--- config.mk ---
export PLATFORM = sky130hd
export DESIGN_NAME = rowdec_top
export DESIGN_NICKNAME = d
export VERILOG_FILES = /design/src/rtl/rowdec_pkg.sv /design/src/rtl/rowdec_ctrl.sv /design/src/rtl/rowdec_pick.sv /design/src/rtl/rowdec_dp.sv /design/src/rtl/rowdec_top.sv
export SDC_FILE = /design/constraint.sdc
export NUM_CORES = 1
export LEC_CHECK = 0
export BUFFER_PORTS_ARGS = -buffer_cell sky130_fd_sc_hd__buf_2
export CAP_MARGIN = 30
export CORE_MARGIN = 2
export CORE_UTILIZATION = 50
export CTS_BUF_LIST = sky130_fd_sc_hd__clkbuf_2 sky130_fd_sc_hd__clkbuf_4 sky130_fd_sc_hd__clkbuf_8
export CTS_CLUSTER_SIZE = 25
export DETAILED_ROUTE_END_ITERATION = 7
export PLACE_DENSITY = 0.8
export SYNTH_ARGS = -nofsm -noshare
export SYNTH_HDL_FRONTEND = slang
export SYNTH_SLANG_ARGS = --single-unit
--- constraint.sdc ---
create_clock -name clk -period 3.5 [get_ports clk]
set_input_delay 0.7 -clock clk [delete_from_list [all_inputs] [get_ports clk]]
set_output_delay 0.7 -clock clk [all_outputs]
set_load 0.01 [all_outputs]
--- src/rtl/rowdec_pkg.sv ---
package rowdec_pkg;
  localparam int ROWS = 4;

  typedef struct packed {
    logic [ROWS-1:0] limWr;
    logic            typeWr;
  } rowdec_stb_t;
endpackage

--- src/rtl/rowdec_ctrl.sv ---
module rowdec_ctrl
  import rowdec_pkg::*;
#(
  parameter int IDX_W = 3
) (
  input  logic             clk,
  input  logic             rstN,
  input  logic             cfgWrEn,
  input  logic [IDX_W-1:0] cfgAddr,
  output rowdec_stb_t      stb
);
  localparam int TYPE_IDX = ROWS;

  always_comb begin
    stb = '0;
    if (cfgWrEn) begin
      for (int i = 0; i < ROWS; i++) begin
        if (int'(cfgAddr) == i) stb.limWr[i] = 1'b1;
      end
      if (int'(cfgAddr) == TYPE_IDX) stb.typeWr = 1'b1;
    end
  end

  // an index above the type slot raises no strobe
  assert_no_stray_write_R10: assert property (@(posedge clk) disable iff (!rstN)
    (int'(cfgAddr) > TYPE_IDX) |-> (stb == '0));
  assert_single_strobe_R2: assert property (@(posedge clk) disable iff (!rstN)
    $countones(stb) <= 1);
endmodule

--- src/rtl/rowdec_pick.sv ---
module rowdec_pick #(
  parameter int N = 4
) (
  input  logic [N-1:0] match,
  output logic [N-1:0] grant
);
  always_comb begin
    logic taken;
    taken = 1'b0;
    grant = '0;
    for (int i = 0; i < N; i++) begin
      if (match[i] && !taken) begin
        grant[i] = 1'b1;
        taken    = 1'b1;
      end
    end
  end
endmodule

--- src/rtl/rowdec_dp.sv ---
module rowdec_dp
  import rowdec_pkg::*;
#(
  parameter int ADDR_W = 32,
  parameter int LIM_W  = 8,
  parameter int IDX_W  = 3
) (
  input  logic              clk,
  input  logic              rstN,
  input  rowdec_stb_t       stb,
  input  logic [LIM_W-1:0]  wrData,
  input  logic [IDX_W-1:0]  rdAddr,
  output logic [LIM_W-1:0]  rdData,
  input  logic [ADDR_W-1:0] addr,
  output logic [ROWS-1:0]   chipSel,
  output logic              hit,
  output logic [ADDR_W-1:0] rowBase,
  output logic [ADDR_W-1:0] rowLimit,
  output logic              regModules
);
  localparam int LOW_W = ADDR_W - LIM_W;

  logic [LIM_W-1:0] limReg  [ROWS];
  logic [LIM_W-1:0] baseOf  [ROWS];
  logic [ROWS-1:0]  populated;
  logic [ROWS-1:0]  match;
  logic [ROWS-1:0]  grant;
  logic             typeReg;
  logic [LIM_W-1:0] addrTop;
  logic [LIM_W-1:0] selBase;
  logic [LIM_W-1:0] selLim;

  assign addrTop = addr[ADDR_W-1:LOW_W];

  always_ff @(posedge clk) begin
    if (!rstN) begin
      for (int i = 0; i < ROWS; i++) limReg[i] <= '0;
      typeReg <= 1'b0;
    end else begin
      for (int i = 0; i < ROWS; i++) begin
        if (stb.limWr[i]) limReg[i] <= wrData;
      end
      if (stb.typeWr) typeReg <= wrData[0];
    end
  end

  for (genvar g = 0; g < ROWS; g++) begin : gRow
    if (g == 0) begin : gFirst
      assign baseOf[g] = '0;
    end else begin : gNext
      assign baseOf[g] = limReg[g-1];
    end
    assign populated[g] = limReg[g] > baseOf[g];
    assign match[g]     = populated[g] && (addrTop >= baseOf[g]) && (addrTop < limReg[g]);
  end

  rowdec_pick #(.N(ROWS)) i_pick (.match(match), .grant(grant));

  always_comb begin
    selBase = '0;
    selLim  = '0;
    for (int i = 0; i < ROWS; i++) begin
      if (grant[i]) begin
        selBase = selBase | baseOf[i];
        selLim  = selLim  | limReg[i];
      end
    end
  end

  assign chipSel    = grant;
  assign hit        = |grant;
  assign rowBase    = {selBase, {LOW_W{1'b0}}};
  assign rowLimit   = {selLim,  {LOW_W{1'b0}}};
  assign regModules = typeReg;

  always_comb begin
    rdData = '0;
    for (int i = 0; i < ROWS; i++) begin
      if (int'(rdAddr) == i) rdData = limReg[i];
    end
    if (int'(rdAddr) == ROWS) rdData = {{(LIM_W-1){1'b0}}, typeReg};
  end

  assert_onehot_sel_R9: assert property (@(posedge clk) disable iff (!rstN)
    $onehot0(chipSel));
  assert_hit_matches_sel_R9: assert property (@(posedge clk) disable iff (!rstN)
    hit == (chipSel != '0));
  assert_addr_in_row_R5: assert property (@(posedge clk) disable iff (!rstN)
    hit |-> (addr >= rowBase) && (addr < rowLimit));
  assert_miss_zero_R7: assert property (@(posedge clk) disable iff (!rstN)
    !hit |-> (rowBase == '0) && (rowLimit == '0));
  assert_nonempty_row_R6: assert property (@(posedge clk) disable iff (!rstN)
    hit |-> (rowLimit > rowBase));
  assert_write_lands_R2: assert property (@(posedge clk) disable iff (!rstN)
    stb.limWr[0] |=> (limReg[0] == $past(wrData)));
endmodule

--- src/rtl/rowdec_top.sv ---
module rowdec_top
  import rowdec_pkg::*;
#(
  parameter int ADDR_W = 32,
  parameter int LIM_W  = 8,
  parameter int IDX_W  = 3
) (
  input  logic              clk,
  input  logic              rstN,
  input  logic              cfgWrEn,
  input  logic [IDX_W-1:0]  cfgAddr,
  input  logic [LIM_W-1:0]  cfgWrData,
  input  logic [IDX_W-1:0]  cfgRdAddr,
  output logic [LIM_W-1:0]  cfgRdData,
  input  logic [ADDR_W-1:0] addr,
  output logic [ROWS-1:0]   chipSel,
  output logic              hit,
  output logic [ADDR_W-1:0] rowBase,
  output logic [ADDR_W-1:0] rowLimit,
  output logic              regModules
);
  rowdec_stb_t stb;

  rowdec_ctrl #(.IDX_W(IDX_W)) i_ctrl (
    .clk(clk), .rstN(rstN), .cfgWrEn(cfgWrEn), .cfgAddr(cfgAddr), .stb(stb)
  );

  rowdec_dp #(.ADDR_W(ADDR_W), .LIM_W(LIM_W), .IDX_W(IDX_W)) i_dp (
    .clk(clk), .rstN(rstN), .stb(stb), .wrData(cfgWrData),
    .rdAddr(cfgRdAddr), .rdData(cfgRdData), .addr(addr),
    .chipSel(chipSel), .hit(hit), .rowBase(rowBase), .rowLimit(rowLimit),
    .regModules(regModules)
  );
endmodule

* Yosys cells after proc, flatten, opt, wreduce, memory -nomap -nowiden
Memories as Yosys holds them, arrays and structs flattened. Cells that the tools add are included.
Word-level totals: bits in registers 1, memory bits (writable) 32, input port bits 49, logic and storage cells 89, memories kept 1
Cells by class: $lt $le $gt $ge 12, equality and inequality tests 8, multiplexer cells 41, bitwise operators 9, reduce and logical (&&, ||, !) cells 17
Memories:
- i_dp.limReg | depth 4, width 8, read ports 4, clocked after Yosys merged registers in 0, write ports 4, line rowdec_dp.sv:23 | logic [LIM_W-1:0] limReg [ROWS];
Operator list (count):
- $mux W8 | 16
- $or A8 B8 Y8 | 5
- $lt A8 B8 Y1 | 4
- $ge A8 B8 Y1 | 3
- $gt A8 B8 Y1 | 3
- $mux W1 | 24
- $eq A3 B3 Y1 const B | 6
- $logic_and A1 B1 Y1 | 11
- $ge A8 B1 Y1 const B | 1
- $gt A8 B1 Y1 const B | 1
- $eq A3 B2 Y1 const B | 2
- $logic_not A3 Y1 | 2
- $mux W5 | 1
- $or A1 B1 Y1 | 4
- $reduce_or A4 Y1 | 1
- $logic_not A1 Y1 | 3

* Longest topological paths before layout
An unclocked memory read counts as a cell.
word-level depth 15, gate-level depth with buffers 10, depth with buffers taken out 9

* Modules after synthesis
Synthesis repeated with hierarchy kept, for this count alone.
Second synthesis, totals: cell total of the unflattened synthesis 374, area total of the unflattened synthesis 3570.9 sq um
By module, submodules not included:
- rowdec_dp | times used 1, cells each 365, area each 3470.8 sq um, sequential area each 980.9 sq um
- rowdec_ctrl | times used 1, cells each 5, area each 63.8 sq um, sequential area each 0.0 sq um
- rowdec_pick | times used 1, cells each 4, area each 36.3 sq um, sequential area each 0.0 sq um

* Worst setup path before layout
No wires, ideal clock.
path type input port to output port, from input port addr[26], to output port rowBase[24], data arrival time 2.626 ns, data required time 2.800 ns, setup slack 0.174 ns, stages on the path 9, path through ha_1 a21oi_2 o221ai_2 a221o_1 o2111ai_4 nand2_4 nor3_4 buf_6 a221o_1
On the way: longest elaborated chain between the ends 14, elaborated cells between the ends (all ways) 33, classes of those cells order compare (8); mux (9); bitwise (2); reduce/logical (14)
Ends and longest elaborated chain:
- from (decl) | line rowdec_top.sv:15 | input logic [ADDR_W-1:0] addr,
- $ge A8 B1 Y1 | line rowdec_dp.sv:54 | assign match[g] = populated[g] && (addrTop >= baseOf[g]) && (addrTop < limReg[g]);
- $logic_and A1 B1 Y1 (2 in series) | line rowdec_dp.sv:54
- $mux W1 | line rowdec_pick.sv:12 | if (match[i] && !taken) begin
- $logic_not A1 Y1 | line rowdec_pick.sv:12
- $logic_and A1 B1 Y1 | line rowdec_pick.sv:12
- $mux W1 | line rowdec_pick.sv:12
- $logic_not A1 Y1 | line rowdec_pick.sv:12
- $logic_and A1 B1 Y1 | line rowdec_pick.sv:12
- $mux W1 | line rowdec_pick.sv:12
- $logic_not A1 Y1 | line rowdec_pick.sv:12
- $logic_and A1 B1 Y1 * | line rowdec_pick.sv:12
- $mux W1 * | line rowdec_pick.sv:12
- named net chipSel[3] | line rowdec_top.sv:16 | output logic [ROWS-1:0] chipSel,
- $mux W8 * | line rowdec_dp.sv:63 | if (grant[i]) begin
- to (decl) | line rowdec_top.sv:18 | output logic [ADDR_W-1:0] rowBase,
The timed path passes the listed nets; every way through them passes the cells marked *.

* Worst setup path after layout
from input port addr[29], to output port rowLimit[28]
On the way: longest elaborated chain between the ends 14, elaborated cells between the ends (all ways) 35, classes of those cells order compare (8); mux (10); bitwise (3); reduce/logical (14)
Ends and longest elaborated chain:
- $ge A8 B1 Y1 | line rowdec_dp.sv:54
- $logic_and A1 B1 Y1 (2 in series) | line rowdec_dp.sv:54
- $mux W1 | line rowdec_pick.sv:12
- $logic_not A1 Y1 | line rowdec_pick.sv:12
- $logic_and A1 B1 Y1 | line rowdec_pick.sv:12
- $mux W1 | line rowdec_pick.sv:12
- $logic_not A1 Y1 | line rowdec_pick.sv:12
- $logic_and A1 B1 Y1 | line rowdec_pick.sv:12
- $mux W1 | line rowdec_pick.sv:12
- $logic_not A1 Y1 | line rowdec_pick.sv:12
- $logic_and A1 B1 Y1 | line rowdec_pick.sv:12
- $mux W1 | line rowdec_pick.sv:12
- $mux W8 * | line rowdec_dp.sv:63
- to (decl) | line rowdec_top.sv:19 | output logic [ADDR_W-1:0] rowLimit,
Every way passes the cells marked *; elsewhere a longest branch is shown, timed or not.

==> results by group <==
Outcome
  – Status: finished, final reports clean

STA
  – Clock skew: 0 ns
  – RSZ-0062 raised after global routing: true
  – Max Slew Vio Count: 0
  – Max Clk Rate: approximately 0.29 GHz
  – Final setup vio count: 0
  – Slew @ Worst Pin: between 1 and 1.5 ns
  – Setup TNS: 0 ns
  – Hold Vio Cnt, Final: 0
  – Final period utilization: 0.994
  – Relative slew slack: 0.314
  – Crit path time final: 3.48 ns
  – Final worst setup slack: around 0.020 ns

Setup path
  – Crit path from: addr[29]
  – FF-to-FF path depth: 2
  – Largest fanout on the critical path: 6
  – Setup Crit Path Kind: in2out
  – FF-to-FF Start: i_dp.regModules
  – Critical R2R Capture: i_dp.regModules
  – WP data required: approximately 2.8 ns
  – Crit path capture type: output pin
  – Startpoint Class: input pin
  – Flop2flop setup slack: ~2.9 ns
  – Worst Path Arrival: around 2.8 ns

Synth
  – XOR/XNOR Fraction of Synth Area: 0
  – Count of different cell masters after synthesis: 49
  – Largest family of logic cells by synthesized area: adder cells
  – Mux contribution to synthesized area: 0.0512
  – Synth Instances: between 300 and 400
  – Sequential-to-total area share from yosys stat: 0.267
  – FFs w/ async S/R, synth: 0
  – Synthesized area per cell: roughly 9.5 µm²
  – Simple-Gate Fraction of Synth Area: 0.187
  – Synth warn: 0
  – Number of enable flip-flop cells after synthesis: 32
  – Synth Area in Compound Gates: 0.160
  – Synth Area in Adders: 0.188
  – Synthesized cell area: 3670 µm²
  – Yosys reg bits: 33
  – Top flip-flop cell by instance count after synthesis: edfxtp_1

Floorplan
  – Die height: around 90 µm
  – Core area: between 7000 and 8000 µm²
  – Starting Density: 0.511
  – DIE WIDTH: 89.7 µm
  – Num rows: 31
  – DIE AREA: 8040 µm²
  – Io pins: approximately 130

Drt
  – DR vias/cell: ~5.3
  – Drt drc: 0
  – Final WL: ~9000 µm
  – Routed wire per std cell: 15.5 µm
  – DRT antenna net count: 0
  – Pre-antenna DRT Iters: 4
  – DRT iter0 DRCs: approximately 150
  – Via count: between 3000 and 4000

Hold path
  – Hold Path Depth: 2
  – Worst min path class: reg2reg
  – Hold_sp: i_dp.regModules
  – Hold path endpoint: i_dp.regModules

Power
  – Worst-case vdd ir drop: between 200 and 300 µV
  – Total leakage power: 2.05 nW
  – Power density cells: 299 nW/µm²

Global routing
  – First-pass GRT wire length: around 14000 µm
  – Vias in the first global route: 2863
  – Largest net degree at the start of global routing: 13
  – Initial antenna violation count: 0
  – Remaining Overflow, GRT: 0
  – Total GRT Usage: 0.224

Placed design
  – Placed inst area: 4020 µm²
  – Placed instance count: between 500 and 600
  – Placed wire-length estimate: roughly 7300 µm
  – Port Buffers: 54
  – Last weighted congestion value of the routability-driven placer: 0.921
  – Pre-CTS setup slack: -0.138 ns

Final layout
  – Share of cells above drive strength 1: 0.318
  – Area growth from synthesis to layout: 19.5%
  – NumNets Final: ~580
  – Final Cell Area: roughly 4400 µm²
  – Final Util: 0.611
  – Antenna diodes: 0
  – Fin cells: about 570

Clock network
  – Clock net sink count: 33
  – CTS tree: done
  – CTS H-tree depth: 2
  – Number of buffers created by CTS: 5
  – Clock Path Buffers: 2
  – Clock transition at path regs: ~0.06 ns
  – Number of hold buffers added after CTS: 0
  – Clk Latency, worst-skew pair: around 0.28 ns
  – Clock root buffer: clkbuf_8

Run
  – MaxCap Viol Count: 0
==> metrics by stage <==
stage | total power, W | hold slack, ns
3_5_place_dp | 0.000974 | 0.552
3_3_place_gp | 0.000954 | 0.539
2_1_floorplan | 0.000843 | 0.550
5_1_grt | 0.00139 | 0.603
4_1_cts | 0.00127 | 0.563
6_report | 0.00131 | 0.558
==> registers in the layout (all words and copies together) (netlist names) <==
signal           cells
i_dp.limReg         32
i_dp.regModules      1
==> placed cells by master (no fill, tap or decap), types with 3 or more instances in the layout <==
cell | synthesis | layout
ha_1 | 55 | 46
nand2_1 | 14 | 14
a21o_1 | 5 | 5
mux2i_1 | 3 | 3
nand2b_1 | 3 | 3
nand4_1 | 13 | 13
buf_4 | 48 | 26
inv_1 | 36 | 28
buf_6 | 1 | 9
o21ai_0 | 10 | 8
nor2b_1 | 11 | 11
a221o_1 | 10 | 10
clkbuf_8 | 0 | 5
a21oi_1 | 14 | 10
edfxtp_1 | 32 | 32
o211ai_1 | 4 | 4
conb_1 | 1 | 48
nor2_1 | 19 | 15
and2_1 | 40 | 40
mux4_2 | 7 | 7
buf_2 | 1 | 50
ha_4 | 0 | 8
o22ai_1 | 7 | 7
inv_2 | 0 | 8
a21oi_2 | 1 | 4
nor2_2 | 0 | 4
a221o_2 | 7 | 7
o21ai_2 | 1 | 3
nand3_1 | 6 | 4
==> Yosys cell counts (3+ instances only) <==
master,number,area (µm²)
ha_1,55,688
nand4_1,13,81.3
o211ai_1,4,30.0
mux2i_1,3,30.0
nand3_1,6,30.0
nand2_1,14,52.6
nand2b_1,3,18.8
a21oi_1,14,70.1
buf_4,48,360
and2_1,40,250
a21o_1,5,37.5
a221o_1,10,100
edfxtp_1,32,961
o21ai_0,10,50.1
nor2b_1,11,68.8
inv_1,36,135
a221o_2,7,78.8
mux4_2,7,158
nor3_1,4,20.0
o22ai_1,7,43.8
clkbuf_1,4,15.0
nor2_1,19,71.3
==> worst max-delay path, stage by stage <==
cell	delay [ns]
buf_2	0.13
ha_1	0.33
a21oi_2	0.16
o21ai_2	0.09
a41oi_1	0.16
buf_4	0.15
o2111ai_4	0.15
buf_4	0.17
and2_2	0.23
a221o_2	0.36
buf_6	0.13
==> per-layer routing <==
layer | routed length, µm | global-route usage | up-vias
met3 | 416 | 0.0183 | 13
li1 | - | - | 1493
met2 | 4700 | 0.410 | 90
met1 | 3630 | 0.282 | 1449
met4 | 132 | 0.0638 | 0
met5 | 0 | 0 | -
==> worst max-delay path by stage <==
stage / endpoint / depth (start not counted)
floorplan: rowBase[24] / 9
global placement: rowBase[31] / 12
detailed placement: rowLimit[25] / 12
CTS: rowLimit[30] / 11
global route: rowBase[27] / 11
finish: rowLimit[28] / 11
==> power breakdown <==
| part | internal (W) | switching [W] | total, W | leakage [nW] |
|---|---|---|---|---|
| clock | 0.000145 | 0.000132 | 0.000277 | 0.0484 |
| sequential | 0.000461 | 0.0000352 | 0.000496 | 0.317 |
| combinational | 0.000248 | 0.000290 | 0.000538 | 1.69 |
| total | 0.000854 | 0.000457 | 0.00131 | 2.05 |
==> logic make-up (layout without fill, tap and decap cells) <==
kind of cell             Yosys count  after routing
AO/OA/AOI/OAI                     75             75
adder cells (fa/ha/maj)           55             55
buffers and inverters             92            130
flip-flops                        33             33
multiplexers                      10             10
other                              1             48
AND/OR/NAND/NOR                  121            121
==> final cells by class <==
cell class,instances,area (µm²)
Sequential cell,33,981
Fill cell,629,2790
Clock buffer,6,76.3
Inverter,36,135
Tap cell,99,124
Clock inverter,2,10.0
Timing Repair Buffer,86,552
Multi-Input combinational cell,309,2510
==> timing repair <==
action / 4_1_cts / 5_1_grt
cloned: 1 / 0
setup buffers: 1 / 5
gates resized for setup: 16 / 31
pin swaps: 9 / 22
setup endpoints to repair: 16 / 17
Note: power is estimated with default switching activity, not from simulation.
